File: src/rtl/cgv_pkg.sv
package cgv_pkg;
    parameter int CGV_DW   = 18;  // sample and stored element width
    parameter int CGV_ITER = 14;  // micro-rotations per stage
    parameter int CGV_FB   = 2;   // extra fraction bits inside the datapath
    parameter int CGV_GB   = 3;   // growth guard bits inside the datapath

    typedef enum logic [1:0] {
        ST_IDLE  = 2'd0,
        ST_PHASE = 2'd1,
        ST_ROT   = 2'd2
    } cgv_state_e;
endpackage

File: src/rtl/cgv_boundary.sv
module cgv_boundary
    import cgv_pkg::*;
#(
    parameter int DW   = CGV_DW,
    parameter int ITER = CGV_ITER,
    parameter int FB   = CGV_FB,
    parameter int GB   = CGV_GB,
    localparam int IW  = DW + GB + FB,
    localparam int SW  = (ITER > 1) ? $clog2(ITER) : 1
) (
    input  logic                 clk,
    input  logic                 rst_n,
    input  logic                 in_valid,
    input  logic signed [DW-1:0] bx_re,
    input  logic signed [DW-1:0] bx_im,
    output logic signed [DW-1:0] diag_o,
    output logic                 load_o,
    output logic                 flip_o,
    output logic                 ph_o,
    output logic                 rt_o,
    output logic                 skip_o,
    output logic [SW-1:0]        shamt_o,
    output logic                 dir_o,
    output logic                 ph_last_o,
    output logic                 rt_last_o
);
    localparam logic signed [IW-1:0] HI = IW'((1 <<< (DW - 1)) - 1);
    localparam logic signed [IW-1:0] LO = -HI - 1;

    typedef struct packed {
        cgv_state_e            st;
        logic [SW-1:0]         it;
        logic signed [IW-1:0]  x;
        logic signed [IW-1:0]  y;
        logic signed [DW-1:0]  diag;
        logic                  zero;
    } bnd_s;

    bnd_s b_d, b_q;

    function automatic logic signed [IW-1:0] widen(input logic signed [DW-1:0] v);
        return IW'(v) <<< FB;
    endfunction

    // multiply by about 0.6074 to cancel the CORDIC gain
    function automatic logic signed [IW-1:0] gain_fix(input logic signed [IW-1:0] v);
        return (v >>> 1) + (v >>> 3) - (v >>> 6) - (v >>> 9);
    endfunction

    function automatic logic signed [DW-1:0] narrow(input logic signed [IW-1:0] v);
        logic signed [IW-1:0] t;
        t = v >>> FB;
        if (t > HI) t = HI;
        else if (t < LO) t = LO;
        return t[DW-1:0];
    endfunction

    logic                 dir;
    logic signed [IW-1:0] xs, ys, xn, yn;

    always_comb begin
        b_d       = b_q;
        dir       = ~b_q.y[IW-1];
        xs        = b_q.x >>> b_q.it;
        ys        = b_q.y >>> b_q.it;
        xn        = dir ? (b_q.x + ys) : (b_q.x - ys);
        yn        = dir ? (b_q.y - xs) : (b_q.y + xs);
        load_o    = 1'b0;
        ph_last_o = 1'b0;
        rt_last_o = 1'b0;
        case (b_q.st)
            ST_IDLE: begin
                if (in_valid) begin
                    load_o    = 1'b1;
                    b_d.x     = bx_re[DW-1] ? -widen(bx_re) : widen(bx_re);
                    b_d.y     = bx_re[DW-1] ? -widen(bx_im) : widen(bx_im);
                    b_d.zero  = (bx_re == '0) && (bx_im == '0);
                    b_d.st    = ST_PHASE;
                    b_d.it    = '0;
                end
            end
            ST_PHASE: begin
                if (!b_q.zero) begin
                    b_d.x = xn;
                    b_d.y = yn;
                end
                if (b_q.it == SW'(ITER - 1)) begin
                    ph_last_o = 1'b1;
                    b_d.st    = ST_ROT;
                    b_d.it    = '0;
                    b_d.x     = widen(b_q.diag);
                    b_d.y     = b_q.zero ? '0 : gain_fix(xn);
                end else begin
                    b_d.it = b_q.it + 1'b1;
                end
            end
            ST_ROT: begin
                if (!b_q.zero) begin
                    b_d.x = xn;
                    b_d.y = yn;
                end
                if (b_q.it == SW'(ITER - 1)) begin
                    rt_last_o = 1'b1;
                    b_d.st    = ST_IDLE;
                    b_d.it    = '0;
                    if (!b_q.zero) b_d.diag = narrow(gain_fix(xn));
                end else begin
                    b_d.it = b_q.it + 1'b1;
                end
            end
            default: b_d.st = ST_IDLE;
        endcase
    end

    always_ff @(posedge clk) begin
        if (!rst_n) b_q <= '0;
        else        b_q <= b_d;
    end

    assign diag_o  = b_q.diag;
    assign flip_o  = bx_re[DW-1];
    assign ph_o    = (b_q.st == ST_PHASE);
    assign rt_o    = (b_q.st == ST_ROT);
    assign skip_o  = b_q.zero;
    assign shamt_o = b_q.it;
    assign dir_o   = dir;

    AST_DIAG_NONNEG: assert property (@(posedge clk) disable iff (!rst_n)
        !b_q.diag[DW-1]);
    AST_PHASE_XPOS: assert property (@(posedge clk) disable iff (!rst_n)
        (b_q.st == ST_PHASE) |-> !b_q.x[IW-1]);
    AST_ROT_XPOS: assert property (@(posedge clk) disable iff (!rst_n)
        (b_q.st == ST_ROT) |-> !b_q.x[IW-1]);
    AST_ZERO_KEEP: assert property (@(posedge clk) disable iff (!rst_n)
        (rt_last_o && b_q.zero) |=> $stable(b_q.diag));
endmodule

File: src/rtl/cgv_internal.sv
module cgv_internal
    import cgv_pkg::*;
#(
    parameter int DW   = CGV_DW,
    parameter int ITER = CGV_ITER,
    parameter int FB   = CGV_FB,
    parameter int GB   = CGV_GB,
    localparam int IW  = DW + GB + FB,
    localparam int SW  = (ITER > 1) ? $clog2(ITER) : 1
) (
    input  logic                 clk,
    input  logic                 rst_n,
    input  logic signed [DW-1:0] xi_re,
    input  logic signed [DW-1:0] xi_im,
    input  logic                 load_i,
    input  logic                 flip_i,
    input  logic                 ph_i,
    input  logic                 rt_i,
    input  logic                 skip_i,
    input  logic [SW-1:0]        shamt_i,
    input  logic                 dir_i,
    input  logic                 ph_last_i,
    input  logic                 rt_last_i,
    output logic signed [DW-1:0] off_re_o,
    output logic signed [DW-1:0] off_im_o,
    output logic signed [DW-1:0] out_re_o,
    output logic signed [DW-1:0] out_im_o,
    output logic                 out_valid_o
);
    localparam logic signed [IW-1:0] HI = IW'((1 <<< (DW - 1)) - 1);
    localparam logic signed [IW-1:0] LO = -HI - 1;

    typedef struct packed {
        logic signed [IW-1:0] u_re;
        logic signed [IW-1:0] u_im;
        logic signed [IW-1:0] v_re;
        logic signed [IW-1:0] v_im;
        logic signed [DW-1:0] off_re;
        logic signed [DW-1:0] off_im;
        logic signed [DW-1:0] o_re;
        logic signed [DW-1:0] o_im;
        logic                 ovld;
    } int_s;

    int_s i_d, i_q;

    function automatic logic signed [IW-1:0] widen(input logic signed [DW-1:0] v);
        return IW'(v) <<< FB;
    endfunction

    function automatic logic signed [IW-1:0] gain_fix(input logic signed [IW-1:0] v);
        return (v >>> 1) + (v >>> 3) - (v >>> 6) - (v >>> 9);
    endfunction

    function automatic logic signed [DW-1:0] narrow(input logic signed [IW-1:0] v);
        logic signed [IW-1:0] t;
        t = v >>> FB;
        if (t > HI) t = HI;
        else if (t < LO) t = LO;
        return t[DW-1:0];
    endfunction

    logic signed [IW-1:0] ph_re, ph_im;           // phase replay on the sample
    logic signed [IW-1:0] ur_n, vr_n, ui_n, vi_n; // real-angle replay on the pair

    always_comb begin
        i_d      = i_q;
        i_d.ovld = 1'b0;

        ph_re = dir_i ? (i_q.v_re + (i_q.v_im >>> shamt_i)) : (i_q.v_re - (i_q.v_im >>> shamt_i));
        ph_im = dir_i ? (i_q.v_im - (i_q.v_re >>> shamt_i)) : (i_q.v_im + (i_q.v_re >>> shamt_i));

        ur_n = dir_i ? (i_q.u_re + (i_q.v_re >>> shamt_i)) : (i_q.u_re - (i_q.v_re >>> shamt_i));
        vr_n = dir_i ? (i_q.v_re - (i_q.u_re >>> shamt_i)) : (i_q.v_re + (i_q.u_re >>> shamt_i));
        ui_n = dir_i ? (i_q.u_im + (i_q.v_im >>> shamt_i)) : (i_q.u_im - (i_q.v_im >>> shamt_i));
        vi_n = dir_i ? (i_q.v_im - (i_q.u_im >>> shamt_i)) : (i_q.v_im + (i_q.u_im >>> shamt_i));

        if (load_i) begin
            i_d.v_re = flip_i ? -widen(xi_re) : widen(xi_re);
            i_d.v_im = flip_i ? -widen(xi_im) : widen(xi_im);
        end

        if (ph_i && !skip_i) begin
            i_d.v_re = ph_re;
            i_d.v_im = ph_im;
        end
        if (ph_last_i) begin
            i_d.u_re = widen(i_q.off_re);
            i_d.u_im = widen(i_q.off_im);
            if (!skip_i) begin
                i_d.v_re = gain_fix(ph_re);
                i_d.v_im = gain_fix(ph_im);
            end
        end

        if (rt_i && !skip_i) begin
            i_d.u_re = ur_n;
            i_d.v_re = vr_n;
            i_d.u_im = ui_n;
            i_d.v_im = vi_n;
        end
        if (rt_last_i) begin
            i_d.ovld = 1'b1;
            if (skip_i) begin
                i_d.o_re = narrow(i_q.v_re);
                i_d.o_im = narrow(i_q.v_im);
            end else begin
                i_d.off_re = narrow(gain_fix(ur_n));
                i_d.off_im = narrow(gain_fix(ui_n));
                i_d.o_re   = narrow(gain_fix(vr_n));
                i_d.o_im   = narrow(gain_fix(vi_n));
            end
        end
    end

    always_ff @(posedge clk) begin
        if (!rst_n) i_q <= '0;
        else        i_q <= i_d;
    end

    assign off_re_o    = i_q.off_re;
    assign off_im_o    = i_q.off_im;
    assign out_re_o    = i_q.o_re;
    assign out_im_o    = i_q.o_im;
    assign out_valid_o = i_q.ovld;

    AST_OUT_PULSE: assert property (@(posedge clk) disable iff (!rst_n)
        i_q.ovld |=> !i_q.ovld);
    AST_OUT_AFTER_ROT: assert property (@(posedge clk) disable iff (!rst_n)
        i_q.ovld |-> $past(rt_last_i));
    AST_IDLE_HOLD: assert property (@(posedge clk) disable iff (!rst_n)
        !(ph_i || rt_i) |=> ($stable(i_q.off_re) && $stable(i_q.off_im)));
endmodule

File: src/rtl/cplx_givens_cell.sv
module cplx_givens_cell
    import cgv_pkg::*;
#(
    parameter int DW   = CGV_DW,
    parameter int ITER = CGV_ITER,
    parameter int FB   = CGV_FB,
    parameter int GB   = CGV_GB,
    localparam int SW  = (ITER > 1) ? $clog2(ITER) : 1
) (
    input  logic                 clk,
    input  logic                 rst_n,
    input  logic                 in_valid,
    input  logic signed [DW-1:0] bnd_re,
    input  logic signed [DW-1:0] bnd_im,
    input  logic signed [DW-1:0] int_re,
    input  logic signed [DW-1:0] int_im,
    output logic                 out_valid,
    output logic signed [DW-1:0] out_re,
    output logic signed [DW-1:0] out_im,
    output logic signed [DW-1:0] diag,
    output logic signed [DW-1:0] off_re,
    output logic signed [DW-1:0] off_im
);
    logic          load, flip, ph, rt, skip, dir, ph_last, rt_last;
    logic [SW-1:0] shamt;

    cgv_boundary #(.DW(DW), .ITER(ITER), .FB(FB), .GB(GB)) u_bnd (
        .clk       (clk),
        .rst_n     (rst_n),
        .in_valid  (in_valid),
        .bx_re     (bnd_re),
        .bx_im     (bnd_im),
        .diag_o    (diag),
        .load_o    (load),
        .flip_o    (flip),
        .ph_o      (ph),
        .rt_o      (rt),
        .skip_o    (skip),
        .shamt_o   (shamt),
        .dir_o     (dir),
        .ph_last_o (ph_last),
        .rt_last_o (rt_last)
    );

    cgv_internal #(.DW(DW), .ITER(ITER), .FB(FB), .GB(GB)) u_int (
        .clk         (clk),
        .rst_n       (rst_n),
        .xi_re       (int_re),
        .xi_im       (int_im),
        .load_i      (load),
        .flip_i      (flip),
        .ph_i        (ph),
        .rt_i        (rt),
        .skip_i      (skip),
        .shamt_i     (shamt),
        .dir_i       (dir),
        .ph_last_i   (ph_last),
        .rt_last_i   (rt_last),
        .off_re_o    (off_re),
        .off_im_o    (off_im),
        .out_re_o    (out_re),
        .out_im_o    (out_im),
        .out_valid_o (out_valid)
    );
endmodule

File: config.mk
export PLATFORM = sky130hd
export DESIGN_NAME = cplx_givens_cell
export DESIGN_NICKNAME = d
export VERILOG_FILES = /design/src/rtl/cgv_pkg.sv /design/src/rtl/cgv_boundary.sv /design/src/rtl/cgv_internal.sv /design/src/rtl/cplx_givens_cell.sv
export SDC_FILE = /design/constraint.sdc
export NUM_CORES = 2
export LEC_CHECK = 0
export BUFFER_PORTS_ARGS = -buffer_cell sky130_fd_sc_hd__clkbuf_2
export CAP_MARGIN = 20
export CORE_MARGIN = 4
export CORE_UTILIZATION = 50
export CTS_BUF_LIST = sky130_fd_sc_hd__clkbuf_4
export CTS_CLUSTER_SIZE = 14
export DETAILED_ROUTE_END_ITERATION = 8
export PLACE_DENSITY_LB_ADDON = 0.08
export SYNTH_ARGS = -nofsm -noshare
export SYNTH_HDL_FRONTEND = slang
export SYNTH_HIERARCHICAL = 1
export SYNTH_SLANG_ARGS = --single-unit
File: constraint.sdc
create_clock -name clk -period 13.1 [get_ports clk]
set_input_delay 0 -clock clk [delete_from_list [all_inputs] [get_ports clk]]
set_output_delay 0 -clock clk [all_outputs]
set_load 0.005 [all_outputs]
==> results.py <==
metrics = {
    "synthesis": {
        "yosys-mux-area-fraction": 0.107,
        "synth-xor-area-share": 0.0932,
        "syn_nets": 6537,
        "synthTopCellsByArea": "ha_1 11%, dfxtp_1 10%, fa_1 9.3%",
        "ys_seq_area_frac": 0.103,
        "synthFlopType": "dfxtp_1",
        "synth_adder_area_share": 0.205,
        "synth_cells": 5837,
        "ys_types": 112,
        "synth_area_um2": 46000,
        "synth_top_family_by_area": "compound AO/OA/AOI/OAI gates",
        "synth_compound_area_frac": 0.248,
        "synthSimpleGateAreaFrac": 0.163,
        "async_flop_share": 0,
        "ys_seq_elements": 236,
        "syn_avg_cell_area_um2": 7.88,
        "synth_edf_count": 0,
        "netlist.area_leader.share": 0.112,
        "yosys_warnings": 6,
        "yosysTopAreaCell": "ha_1",
    },
    "floorplan": {
        "die_w_um": 311,
        "row_count": 110,
        "dieArea_um2": 96900,
        "io_pins": 166,
        "start_util": 0.507,
        "fp.dieH_um": 311,
        "core_um2": 90700,
    },
    "route": {
        "vias": 45028,
        "routedWlPerCell_um": 24.5,
        "drc": 0,
        "drt_iter0_markers": 3967,
        "maxUsedRoutingLayer": "met4",
        "wl_met1_mm": 70.9,
        "route.met3.wl_mm": 11.2,
        "drt-pass1-iter-count": 6,
        "totalWireLength_mm": 175,
        "met2_length_mm": 78.6,
        "drtAntennaViolNets": 0,
        "via_per_inst": 6.30,
    },
    "clock_network": {
        "cts_root_buffer": "clkbuf_4",
        "cts_max_path_buffers": 3,
        "clock_sinks": 236,
        "cts_max_level": 3,
        "cts_tree": "yes",
        "cts_buffers": 80,
        "path_clk_slew_ns": 0.07,
        "insertion_delay_ns": 0.97,
    },
    "flow_run": {
        "maxCapViolCount": 0,
    },
    "layout": {
        "area_growth_pct": 6.95,
        "seqCellArea_um2": 4740,
        "fin_nets": 6612,
        "layout-drive-gt1-share": 0.111,
        "multi_input_area_um2": 37500,
        "instances_no_fill": 7144,
        "fillers": 8795,
        "final_util": 0.542,
    },
    "timing": {
        "fin_ws_ns": 2.24,
        "worstMarginPinSlew_ns": 1.17,
        "fin_setup_tns_ns": 0,
        "period_share": 0.829,
        "period_minus_slack_ns": 10.86,
        "fin_skew_ns": 0.0965,
        "hold_viol_final": 0,
        "drv_slew": 0,
        "setup_violations": 0,
        "fmax_mhz": 92.1,
        "slew_headroom": 0.217,
        "rsz0062_at_grt": "no",
    },
    "worst_setup_path": {
        "crit_buf_inv": 2,
        "crit_type": "reg -> reg",
        "cp-start-kind": "flop",
        "cp_max_fo": 58,
        "critPathRequiredTime_ns": 13.90,
        "cp.arrival_ns": 11.66,
        "critPathSlowestCell": "dfxtp_4",
        "crit_family": "compound AO/OA/AOI/OAI gates",
        "crit_path_end_kind": "flop",
        "slowest_delay_ns": 0.98,
    },
    "outcome": {
        "outcome": "finished clean",
    },
    "global_route": {
        "grt_overflow": 0,
        "antenna_found_initial": 5,
        "grt_pass1_wl_mm": 263,
        "grt_pass1_vias": 42187,
        "grt_max_degree": 83,
        "grtUsageTotal": 0.349,
    },
    "place": {
        "port_buffers": 165,
        "place_congestion": 0.995,
        "pre_cts_slack_ns": 2.36,
        "place_inst": 6886,
        "place_hpwl_mm": 137,
    },
    "hold_path": {
        "hold_path.class": "in -> reg",
    },
}
## cell type report
class,instances,share of cell area
repair buffers,373,0.0547
diodes,3,0.000153
inverters,470,0.0359
multi-input cells,4751,0.763
well taps,1176,0.0299
clock buffers,108,0.0165
clock inverters,27,0.00310
flip-flops and latches,236,0.0965
## synthesized netlist by cell type, types with 48 or more instances
| library cell | instances |
|---|---|
| nand2b_1 | 81 |
| nor2b_1 | 77 |
| buf_4 | 106 |
| and2_1 | 53 |
| o21ai_0 | 366 |
| dfxtp_1 | 236 |
| xnor2_1 | 300 |
| nand2_1 | 475 |
| mux2i_1 | 152 |
| ha_1 | 411 |
| xor2_1 | 165 |
| mux2_2 | 48 |
| a21oi_1 | 480 |
| a31oi_1 | 58 |
| and3_1 | 52 |
| nor2_1 | 461 |
| mux4_2 | 119 |
| o21a_1 | 72 |
| clkbuf_1 | 186 |
| nor3_1 | 108 |
| a211oi_1 | 139 |
| nand3_1 | 78 |
| o211ai_1 | 68 |
| inv_1 | 462 |
| fa_1 | 214 |
| a21o_1 | 100 |
## worst min-delay path, cell delays in order
cell and delay (ns):
clkbuf_2 0.11, xor2_1 0.14, a211oi_1 0.08, a211oi_1 0.21, a211oi_1 0.19, a21oi_1 0.16
nor2_1 0.05
## cell families after synthesis
| kind of cell | after synthesis |
|---|---|
| buf+inv | 850 |
| mux | 330 |
| simple gates | 1574 |
| compound gates | 1746 |
| flops | 236 |
| fa+ha+maj | 625 |
| xor+xnor | 476 |
## per-layer routing
metal | vias up | global-route usage
met4 | 0 | 0.243
li1 | 21132 | -
met3 | 494 | 0.0462
met5 | - | 0
met1 | 21547 | 0.436
met2 | 1855 | 0.561
## sequential cells by signal (all words and copies together), names as in the netlist
register           cells
u_int/i_q             92
u_bnd/b_q             48
u_bnd/diag_o          18
u_int/off_im_o        18
u_int/off_re_o        18
u_int/out_im_o        18
u_int/out_re_o        18
u_bnd/shamt_o          4
u_bnd/skip_o           1
u_int/out_valid_o      1
## through the flow
step	hold slack [ns]	instance area, µm²
2_1_floorplan	0.159	46000
3_3_place_gp	0.351	47000
3_5_place_dp	0.348	47000
4_1_cts	0.000112	49200
5_1_grt	0.0917	49200
6_report	0.0703	49200
## placed cells by master (no fill, tap or decap), drive strengths merged, types with 34 or more instances in the layout
master,Yosys,layout
a21boi,34,34
inv,467,470
nand2,475,475
mux2,52,52
ha,411,411
o21a,72,72
nor3,109,109
o21ai,380,380
a31oi,58,58
mux4,119,119
o22ai,36,36
and2,54,54
and3,54,54
o211ai,68,68
mux2i,159,159
buf,193,91
o21bai,36,36
a221oi,34,34
dfxtp,236,236
xnor2,310,310
nor2b,77,77
dlygate4sd3,0,118
a211oi,140,140
xor2,166,166
nand2b,81,81
nand3,78,78
nor2,464,464
o31ai,45,45
a21oi,484,484
fa,214,214
or3,40,40
a21o,100,100
clkbuf,187,272
## repair_timing
action,in CTS,in global routing
gates resized for setup,0,0
hold buffers,118,0
hold endpoints to repair,134,0
buffers inserted,0,0
## path summary, 6_finish.rpt
check | from | end | slack [ns] | depth (start not counted)
setup reg to reg | u_bnd/shamt_o[1] | u_int/off_im_o[15] | 2.24 | 34
setup / recovery | u_bnd/shamt_o[1] | u_int/off_im_o[15] | 2.24 | 34
hold reg to reg | u_bnd/b_q[70] | u_bnd/b_q[70] | 0.50 | 2
hold / removal | int_re[6] | u_int/i_q[104] | 0.07 | 7
Power is not shown: default switching activity piles up to over one toggle a cycle in this logic, so the estimate is an artifact.
